File: config.mk
export PLATFORM = sky130hd
export DESIGN_NAME = ctx_stack_seq
export DESIGN_NICKNAME = d
export VERILOG_FILES = /design/src/rtl/ctx_pkg.sv /design/src/rtl/ctx_seq_ctrl.sv /design/src/rtl/ctx_sp_unit.sv /design/src/rtl/ctx_rd_track.sv /design/src/rtl/ctx_stack_seq.sv
export SDC_FILE = /design/constraint.sdc
export NUM_CORES = 1
export LEC_CHECK = 0
export ABC_AREA = 1
export BUFFER_PORTS_ARGS = -buffer_cell sky130_fd_sc_hd__buf_2
export CAP_MARGIN = 25
export CORE_MARGIN = 2
export CORE_UTILIZATION = 37
export CTS_BUF_LIST = sky130_fd_sc_hd__clkbuf_4 sky130_fd_sc_hd__clkbuf_8 sky130_fd_sc_hd__clkbuf_16
export DETAILED_ROUTE_END_ITERATION = 7
export PLACE_DENSITY = 0.59
export SETUP_SLACK_MARGIN = 0.5
export SLEW_MARGIN = 40
export SYNTH_ARGS = -nofsm -noshare
export SYNTH_HDL_FRONTEND = slang
export SYNTH_SLANG_ARGS = --single-unit
File: constraint.sdc
create_clock -name clk -period 4.8 [get_ports clk]
set_clock_uncertainty 0.2 [all_clocks]
set_input_delay 0 -clock clk [delete_from_list [all_inputs] [get_ports clk]]
set_output_delay 0 -clock clk [all_outputs]
set_load 0.005 [all_outputs]
File: src/rtl/ctx_pkg.sv
package ctx_pkg;

  localparam int BYTE_W      = 8;
  localparam int WORD_W      = 16;
  localparam int FRAME_BYTES = 9;
  localparam int VEC_BYTES   = 2;
  localparam int IDX_W       = $clog2(FRAME_BYTES);

  typedef enum logic [3:0] {
    SL_PCH, SL_PCL, SL_YH, SL_YL, SL_XH, SL_XL, SL_ACCA, SL_ACCB, SL_FLAGS
  } slot_e;

  typedef enum logic [2:0] {
    ST_IDLE, ST_PUSH, ST_POP, ST_VEC, ST_FIN
  } seq_st_e;

  typedef struct packed {
    logic [WORD_W-1:0] pc;
    logic [WORD_W-1:0] iy;
    logic [WORD_W-1:0] ix;
    logic [BYTE_W-1:0] acca;
    logic [BYTE_W-1:0] accb;
    logic [BYTE_W-1:0] flags;
  } ctx_t;

  // Byte slot found at frame offset k above the final stack pointer.
  function automatic slot_e pop_slot(logic [IDX_W-1:0] k);
    slot_e s;
    case (k)
      4'd0:    s = SL_FLAGS;
      4'd1:    s = SL_ACCB;
      4'd2:    s = SL_ACCA;
      4'd3:    s = SL_XH;
      4'd4:    s = SL_XL;
      4'd5:    s = SL_YH;
      4'd6:    s = SL_YL;
      4'd7:    s = SL_PCH;
      default: s = SL_PCL;
    endcase
    return s;
  endfunction

  // Pushes fill the frame from the top offset downward.
  function automatic slot_e push_slot(logic [IDX_W-1:0] k);
    return pop_slot(IDX_W'(FRAME_BYTES - 1) - k);
  endfunction

  // Vector bytes arrive high first.
  function automatic slot_e vec_slot(logic [IDX_W-1:0] k);
    return (k == '0) ? SL_PCH : SL_PCL;
  endfunction

  function automatic logic [BYTE_W-1:0] get_byte(ctx_t c, slot_e s);
    logic [BYTE_W-1:0] v;
    case (s)
      SL_PCH:   v = c.pc[15:8];
      SL_PCL:   v = c.pc[7:0];
      SL_YH:    v = c.iy[15:8];
      SL_YL:    v = c.iy[7:0];
      SL_XH:    v = c.ix[15:8];
      SL_XL:    v = c.ix[7:0];
      SL_ACCA:  v = c.acca;
      SL_ACCB:  v = c.accb;
      default:  v = c.flags;
    endcase
    return v;
  endfunction

  function automatic ctx_t put_byte(ctx_t c, slot_e s, logic [BYTE_W-1:0] v);
    ctx_t r;
    r = c;
    case (s)
      SL_PCH:   r.pc[15:8] = v;
      SL_PCL:   r.pc[7:0]  = v;
      SL_YH:    r.iy[15:8] = v;
      SL_YL:    r.iy[7:0]  = v;
      SL_XH:    r.ix[15:8] = v;
      SL_XL:    r.ix[7:0]  = v;
      SL_ACCA:  r.acca     = v;
      SL_ACCB:  r.accb     = v;
      default:  r.flags    = v;
    endcase
    return r;
  endfunction

endpackage

File: src/rtl/ctx_seq_ctrl.sv
module ctx_seq_ctrl
  import ctx_pkg::*;
#(
  parameter logic [7:0] OP_TRAP   = 8'h3F,
  parameter logic [7:0] OP_RETURN = 8'h0B
) (
  input  logic             clk,
  input  logic             rst,
  input  logic             start_valid,
  input  logic [7:0]       start_op,
  output seq_st_e          state_o,
  output logic [IDX_W-1:0] idx_o,
  output logic             accept_o,
  output logic             push_fire_o,
  output logic             pop_fire_o,
  output logic             vec_fire_o,
  output logic             done_o
);

  localparam logic [IDX_W-1:0] FRAME_LAST = IDX_W'(FRAME_BYTES - 1);
  localparam logic [IDX_W-1:0] VEC_LAST   = IDX_W'(VEC_BYTES - 1);

  seq_st_e          st_q;
  logic [IDX_W-1:0] idx_q;
  logic             done_q;
  logic             op_known;

  assign op_known    = (start_op == OP_TRAP) || (start_op == OP_RETURN);
  assign accept_o    = (st_q == ST_IDLE) && start_valid && op_known;
  assign push_fire_o = (st_q == ST_PUSH);
  assign pop_fire_o  = (st_q == ST_POP);
  assign vec_fire_o  = (st_q == ST_VEC);
  assign state_o     = st_q;
  assign idx_o       = idx_q;
  assign done_o      = done_q;

  always_ff @(posedge clk) begin
    if (rst) begin
      st_q   <= ST_IDLE;
      idx_q  <= '0;
      done_q <= 1'b0;
    end else begin
      done_q <= (st_q == ST_FIN);
      case (st_q)
        ST_IDLE: begin
          if (accept_o) begin
            st_q  <= (start_op == OP_TRAP) ? ST_PUSH : ST_POP;
            idx_q <= '0;
          end
        end
        ST_PUSH: begin
          if (idx_q == FRAME_LAST) begin
            st_q  <= ST_VEC;
            idx_q <= '0;
          end else begin
            idx_q <= idx_q + 1'b1;
          end
        end
        ST_POP: begin
          if (idx_q == FRAME_LAST) st_q <= ST_FIN;
          else                     idx_q <= idx_q + 1'b1;
        end
        ST_VEC: begin
          if (idx_q == VEC_LAST) st_q <= ST_FIN;
          else                   idx_q <= idx_q + 1'b1;
        end
        default: st_q <= ST_IDLE;
      endcase
    end
  end

endmodule

File: src/rtl/ctx_sp_unit.sv
module ctx_sp_unit #(
  parameter int ADDR_W = 16
) (
  input  logic              clk,
  input  logic              rst,
  input  logic              load,
  input  logic [ADDR_W-1:0] load_val,
  input  logic              dec,
  input  logic              inc,
  output logic [ADDR_W-1:0] sp_o,
  output logic [ADDR_W-1:0] push_addr_o
);

  logic [ADDR_W-1:0] sp_q;

  // Wraps modulo 2^ADDR_W by plain unsigned arithmetic.
  assign push_addr_o = sp_q - ADDR_W'(1);
  assign sp_o        = sp_q;

  always_ff @(posedge clk) begin
    if (rst)       sp_q <= '0;
    else if (load) sp_q <= load_val;
    else if (dec)  sp_q <= push_addr_o;
    else if (inc)  sp_q <= sp_q + ADDR_W'(1);
  end

endmodule

File: src/rtl/ctx_rd_track.sv
module ctx_rd_track
  import ctx_pkg::*;
(
  input  logic  clk,
  input  logic  rst,
  input  logic  issue,
  input  slot_e issue_slot,
  output logic  pend_o,
  output slot_e pend_slot_o
);

  always_ff @(posedge clk) begin
    if (rst) begin
      pend_o      <= 1'b0;
      pend_slot_o <= SL_FLAGS;
    end else begin
      pend_o      <= issue;
      pend_slot_o <= issue_slot;
    end
  end

endmodule

File: src/rtl/ctx_stack_seq.sv
module ctx_stack_seq
  import ctx_pkg::*;
#(
  parameter int              ADDR_W    = 16,
  parameter logic [ADDR_W-1:0] VEC_ADDR = 16'hFFF6,
  parameter logic [7:0]      OP_TRAP   = 8'h3F,
  parameter logic [7:0]      OP_RETURN = 8'h0B
) (
  input  logic              clk,
  input  logic              rst,
  input  logic              start_valid,
  input  logic [7:0]        start_op,
  output logic              busy,
  output logic              done,
  input  logic [15:0]       snap_pc,
  input  logic [15:0]       snap_iy,
  input  logic [15:0]       snap_ix,
  input  logic [7:0]        snap_acca,
  input  logic [7:0]        snap_accb,
  input  logic [7:0]        snap_flags,
  input  logic [ADDR_W-1:0] snap_sp,
  output logic [15:0]       ld_pc,
  output logic [15:0]       ld_iy,
  output logic [15:0]       ld_ix,
  output logic [7:0]        ld_acca,
  output logic [7:0]        ld_accb,
  output logic [7:0]        ld_flags,
  output logic [ADDR_W-1:0] ld_sp,
  output logic              mem_en,
  output logic              mem_we,
  output logic [ADDR_W-1:0] mem_addr,
  output logic [7:0]        mem_wdata,
  input  logic [7:0]        mem_rdata
);

  seq_st_e           state;
  logic [IDX_W-1:0]  idx;
  logic              accept;
  logic              push_fire;
  logic              pop_fire;
  logic              vec_fire;
  logic [ADDR_W-1:0] sp_cur;
  logic [ADDR_W-1:0] push_addr;
  logic              rd_issue;
  slot_e             rd_issue_slot;
  logic              rd_pend;
  slot_e             rd_pend_slot;
  ctx_t              ctx_q;
  ctx_t              ctx_snap;

  ctx_seq_ctrl #(
    .OP_TRAP   (OP_TRAP),
    .OP_RETURN (OP_RETURN)
  ) u_ctrl (
    .clk         (clk),
    .rst         (rst),
    .start_valid (start_valid),
    .start_op    (start_op),
    .state_o     (state),
    .idx_o       (idx),
    .accept_o    (accept),
    .push_fire_o (push_fire),
    .pop_fire_o  (pop_fire),
    .vec_fire_o  (vec_fire),
    .done_o      (done)
  );

  ctx_sp_unit #(.ADDR_W(ADDR_W)) u_sp (
    .clk         (clk),
    .rst         (rst),
    .load        (accept),
    .load_val    (snap_sp),
    .dec         (push_fire),
    .inc         (pop_fire),
    .sp_o        (sp_cur),
    .push_addr_o (push_addr)
  );

  assign rd_issue      = pop_fire | vec_fire;
  assign rd_issue_slot = pop_fire ? pop_slot(idx) : vec_slot(idx);

  ctx_rd_track u_rd (
    .clk         (clk),
    .rst         (rst),
    .issue       (rd_issue),
    .issue_slot  (rd_issue_slot),
    .pend_o      (rd_pend),
    .pend_slot_o (rd_pend_slot)
  );

  assign ctx_snap = '{pc: snap_pc, iy: snap_iy, ix: snap_ix,
                      acca: snap_acca, accb: snap_accb, flags: snap_flags};

  always_ff @(posedge clk) begin
    if (rst)          ctx_q <= '0;
    else if (accept)  ctx_q <= ctx_snap;
    else if (rd_pend) ctx_q <= put_byte(ctx_q, rd_pend_slot, mem_rdata);
  end

  always_comb begin
    mem_en    = push_fire | rd_issue;
    mem_we    = push_fire;
    mem_wdata = get_byte(ctx_q, push_slot(idx));
    if (push_fire)     mem_addr = push_addr;
    else if (pop_fire) mem_addr = sp_cur;
    else               mem_addr = VEC_ADDR + ADDR_W'(idx);
  end

  assign busy     = (state != ST_IDLE);
  assign ld_pc    = ctx_q.pc;
  assign ld_iy    = ctx_q.iy;
  assign ld_ix    = ctx_q.ix;
  assign ld_acca  = ctx_q.acca;
  assign ld_accb  = ctx_q.accb;
  assign ld_flags = ctx_q.flags;
  assign ld_sp    = sp_cur;

endmodule

==> impl_metrics.py <==
metrics = {
    "power": {
        "p_int_mw": 2.299,
        "p_clk_frac": 0.173,
        "ir_drop_mv": 0.2592,
        "p_sw_frac": 0.5055,
        "power_switching_mw": 2.350,
        "power.density_mw_per_mm2": 445.4,
        "combPwrFrac": 0.568,
        "p_leak_nw": 5.912,
        "p_total_mw": 4.649,
        "p_seq_frac": 0.259,
    },
    "setup_path": {
        "worstPathRequired_ns": 4.60,
        "crit_type": "reg -> out",
        "crit_arrival_ns": 2.86,
        "end_kind": "primary output",
        "r2r-end": "ld_pc[5]$_SDFFE_PP0P_",
        "startpoint_type": "register",
        "r2r_cells": 11,
        "worstReg2RegStart": "u_ctrl.state_o[1]$_SDFFE_PP0P_",
        "r2r_slack_ns": 1.77,
        "cp_max_fo": 16,
    },
    "clock_network": {
        "clk_pin_slew_ns": 0.08,
        "cts_tree": "yes",
        "clock_sinks": 105,
        "postCtsSetupBuffers": 0,
        "cts_made_buffers": 9,
        "h-tree-depth": 3,
        "clock_path_buffers": 2,
        "clkLatencyLatePin_ns": 0.36,
        "cts-root-buf": "clkbuf_16",
    },
    "final_layout": {
        "design_area_mm2": 0.01044,
        "drive_gt1_frac": 0.1743,
        "fillers": 2022,
        "layout_common_cells": "nand2_1 (435), nand3_1 (260), buf_2 (222), dlygate4sd3_1 (161), inv_1 (137)",
        "multiInputGateArea_mm2": 0.004375,
        "register_area_mm2": 0.002102,
        "n_antenna_cell": 0,
        "synthToLayoutAreaGrowth_pct": 42.23,
        "layout_commonest_cell": "nand2_1",
        "nets": 1712,
    },
    "synthesis": {
        "synthCells": 1255,
        "synth_nets": 1377,
        "synth-seq-cells": 105,
        "yosys_warnings": 0,
        "netlist_area_mm2": 0.007340,
        "synth_top_area_share": 0.2864,
        "syn_area_per_cell_um2": 5.848,
        "ys_top_cells_by_area": "dfxtp_1 (29%), nand2_1 (22%), nand3_1 (18%), inv_1 (7.0%), nor2_1 (4.6%)",
        "yosysTopAreaCell": "dfxtp_1",
        "ys_types": 40,
        "ys_seq_area_frac": 0.2864,
    },
    "floorplan": {
        "initial_core_util": 0.3771,
        "die_w_um": 144.8,
        "pin_count": 223,
        "die-area_mm2": 0.02098,
        "fp-row-count": 51,
        "die_h_um": 144.8,
        "core_mm2": 0.01946,
    },
    "grt": {
        "antenna_found_initial": 0,
        "grt_max_degree": 69,
        "track_usage": 0.2742,
        "grt_pass1_vias": 8411,
        "overflow": 0,
        "grt_pass1_wl_um": 44790,
    },
    "placement": {
        "gp_congestion": 0.9117,
        "hpwl_um": 19980,
        "place_area_mm2": 0.008494,
        "place.port_buffers": 222,
    },
    "worst_hold_path": {
        "hold_path_class": "in -> reg",
        "min_from": "mem_rdata[6]",
        "hold_path_end": "ld_accb[6]$_SDFFE_PP0P_",
        "holdPathStages": 5,
    },
    "routing": {
        "via_per_inst": 5.106,
        "firstDrtPassIters": 5,
        "drt-total-wl_um": 29660,
        "vias": 9497,
        "postRouteAntennaNets": 0,
        "drc": 0,
        "drtIter0Drc": 1014,
        "post_drt_wl_per_cell_um": 15.95,
    },
    "sta": {
        "max_clock_freq_ghz": 0.3265,
        "rsz0062_at_grt": "no",
        "setup_viol": 0,
        "hold_violations": 0,
        "relSlewSlack": 0.4772,
        "period_needed_ns": 3.063,
        "fin_crit_sh": 0.6381,
        "setup_tns_ns": 0,
        "report.final.slew_viol_count": 0,
        "tightest_slew_ns": 0.7843,
    },
    "flow_run": {
        "drv_cap": 0,
    },
    "outcome": {
        "status": "finished, final reports clean",
    },
}
-- sequential cells by signal, summed over array words and instances, names as in the netlist, named ones only --
name              cells
ld_iy                16
u_ctrl.idx_o          4
ld_flags              8
u_rd.pend_slot_o      4
u_rd.pend_o           1
ld_accb               8
ld_ix                16
ld_acca               8
u_sp.sp_o            16
ld_pc                16
u_ctrl.state_o        3
u_ctrl.done_o         1
-- metal layers --
metal  global-route usage  vias to the layer above  wire [um]  part of all wire
met4              0.08022                        0        677             0.023
met5                    0                        -          0                 0
met1               0.3873                     4371      13150              0.44
met2               0.4166                      427      13250              0.45
met3              0.06219                       49       2575             0.087
li1                     -                     4650          -                 -
-- metrics by stage --
stage	std cells	hold WS, ns	utilization	setup slack, ns
after floorplan	1255	-0.01948	-	2.509
final	1860	0.02402	0.5364	1.737
after CTS	1859	0.001747	0.5349	1.617
after global routing	1860	0.01822	0.5364	1.505
after detailed placement	1682	0.08602	0.4365	2.028
after global placement	1682	0.09350	0.4361	1.993
-- worst max-delay path by stage --
stage	from	endpoint
4_1_cts	start_op[7]	ld_pc[6]$_SDFFE_PP0P_
6_report	u_ctrl.idx_o[0]$_SDFFE_PP0N_	mem_wdata[1]
2_1_floorplan	u_ctrl.idx_o[0]$_SDFFE_PP0N_	register
3_3_place_gp	u_ctrl.idx_o[1]$_SDFFE_PP0N_	mem_wdata[5]
5_1_grt	u_ctrl.state_o[1]$_SDFFE_PP0P_	ld_pc[0]$_SDFFE_PP0P_
3_5_place_dp	u_ctrl.state_o[0]$_SDFFE_PP0P_	u_sp.sp_o[15]$_SDFFE_PP0P_
-- synth_stat cells (all sizes together) --
cell type and number:
a21oi 19, a31oi 2, and2 2, buf 42, clkbuf 22, dfxtp 105
ha 15, inv 145, nand2 443, nand3 265, nand3b 1, nand4 9
nor2 96, nor3 9, nor4 1, o21ai 62, o21bai 1, o221ai 1
o22ai 1, or2 5, xnor2 1, xor2 8
-- timing repair --
action	4_1_cts	5_1_grt
hold buffers	161	0
endpoints found under the hold margin	97	0
resized for setup	0	0
-- cell families (layout without fill, tap and decap cells) --
family / count (synthesis) / after routing / share of synthesized area
buffers and inverters: 209 / 549 / 0.1192
xor gates and xnor gates: 9 / 9 / 0.01176
adders and majority gates: 15 / 15 / 0.02557
AOI/OAI and AO/OA: 86 / 86 / 0.06257
DFF: 105 / 105 / 0.2864
and+or+nand+nor: 831 / 831 / 0.4945
-- power by group through the flow --
stage	clock network [mW]	registers, mW	logic [mW]
after global placement	0	1.23	2.50
after global routing	0.848	1.23	2.97
after detailed placement	0	1.22	2.52
after floorplan	0	1.11	1.92
after CTS	0.814	1.20	2.62
final	0.804	1.21	2.64
-- worst max-delay path, cell delays in order (launching register included) --
cell     delay (ns)
dfxtp_1        0.48
inv_2          0.14
ha_1           0.38
xor2_2         0.30
nand2_4        0.12
a21oi_4        0.43
nand3_1        0.17
nand2_1        0.13
nor2_1         0.09
nand3_1        0.11
buf_2          0.13
-- cell type report --
type,count,share of cell area
multi-input cells,941,0.4192
repair buffers,388,0.2663
flip-flops and latches,105,0.2014
inverters,145,0.05214
well taps,265,0.03176
clock buffers,10,0.02229
clock inverters,6,0.006952
(Power assumes the default switching activity.)
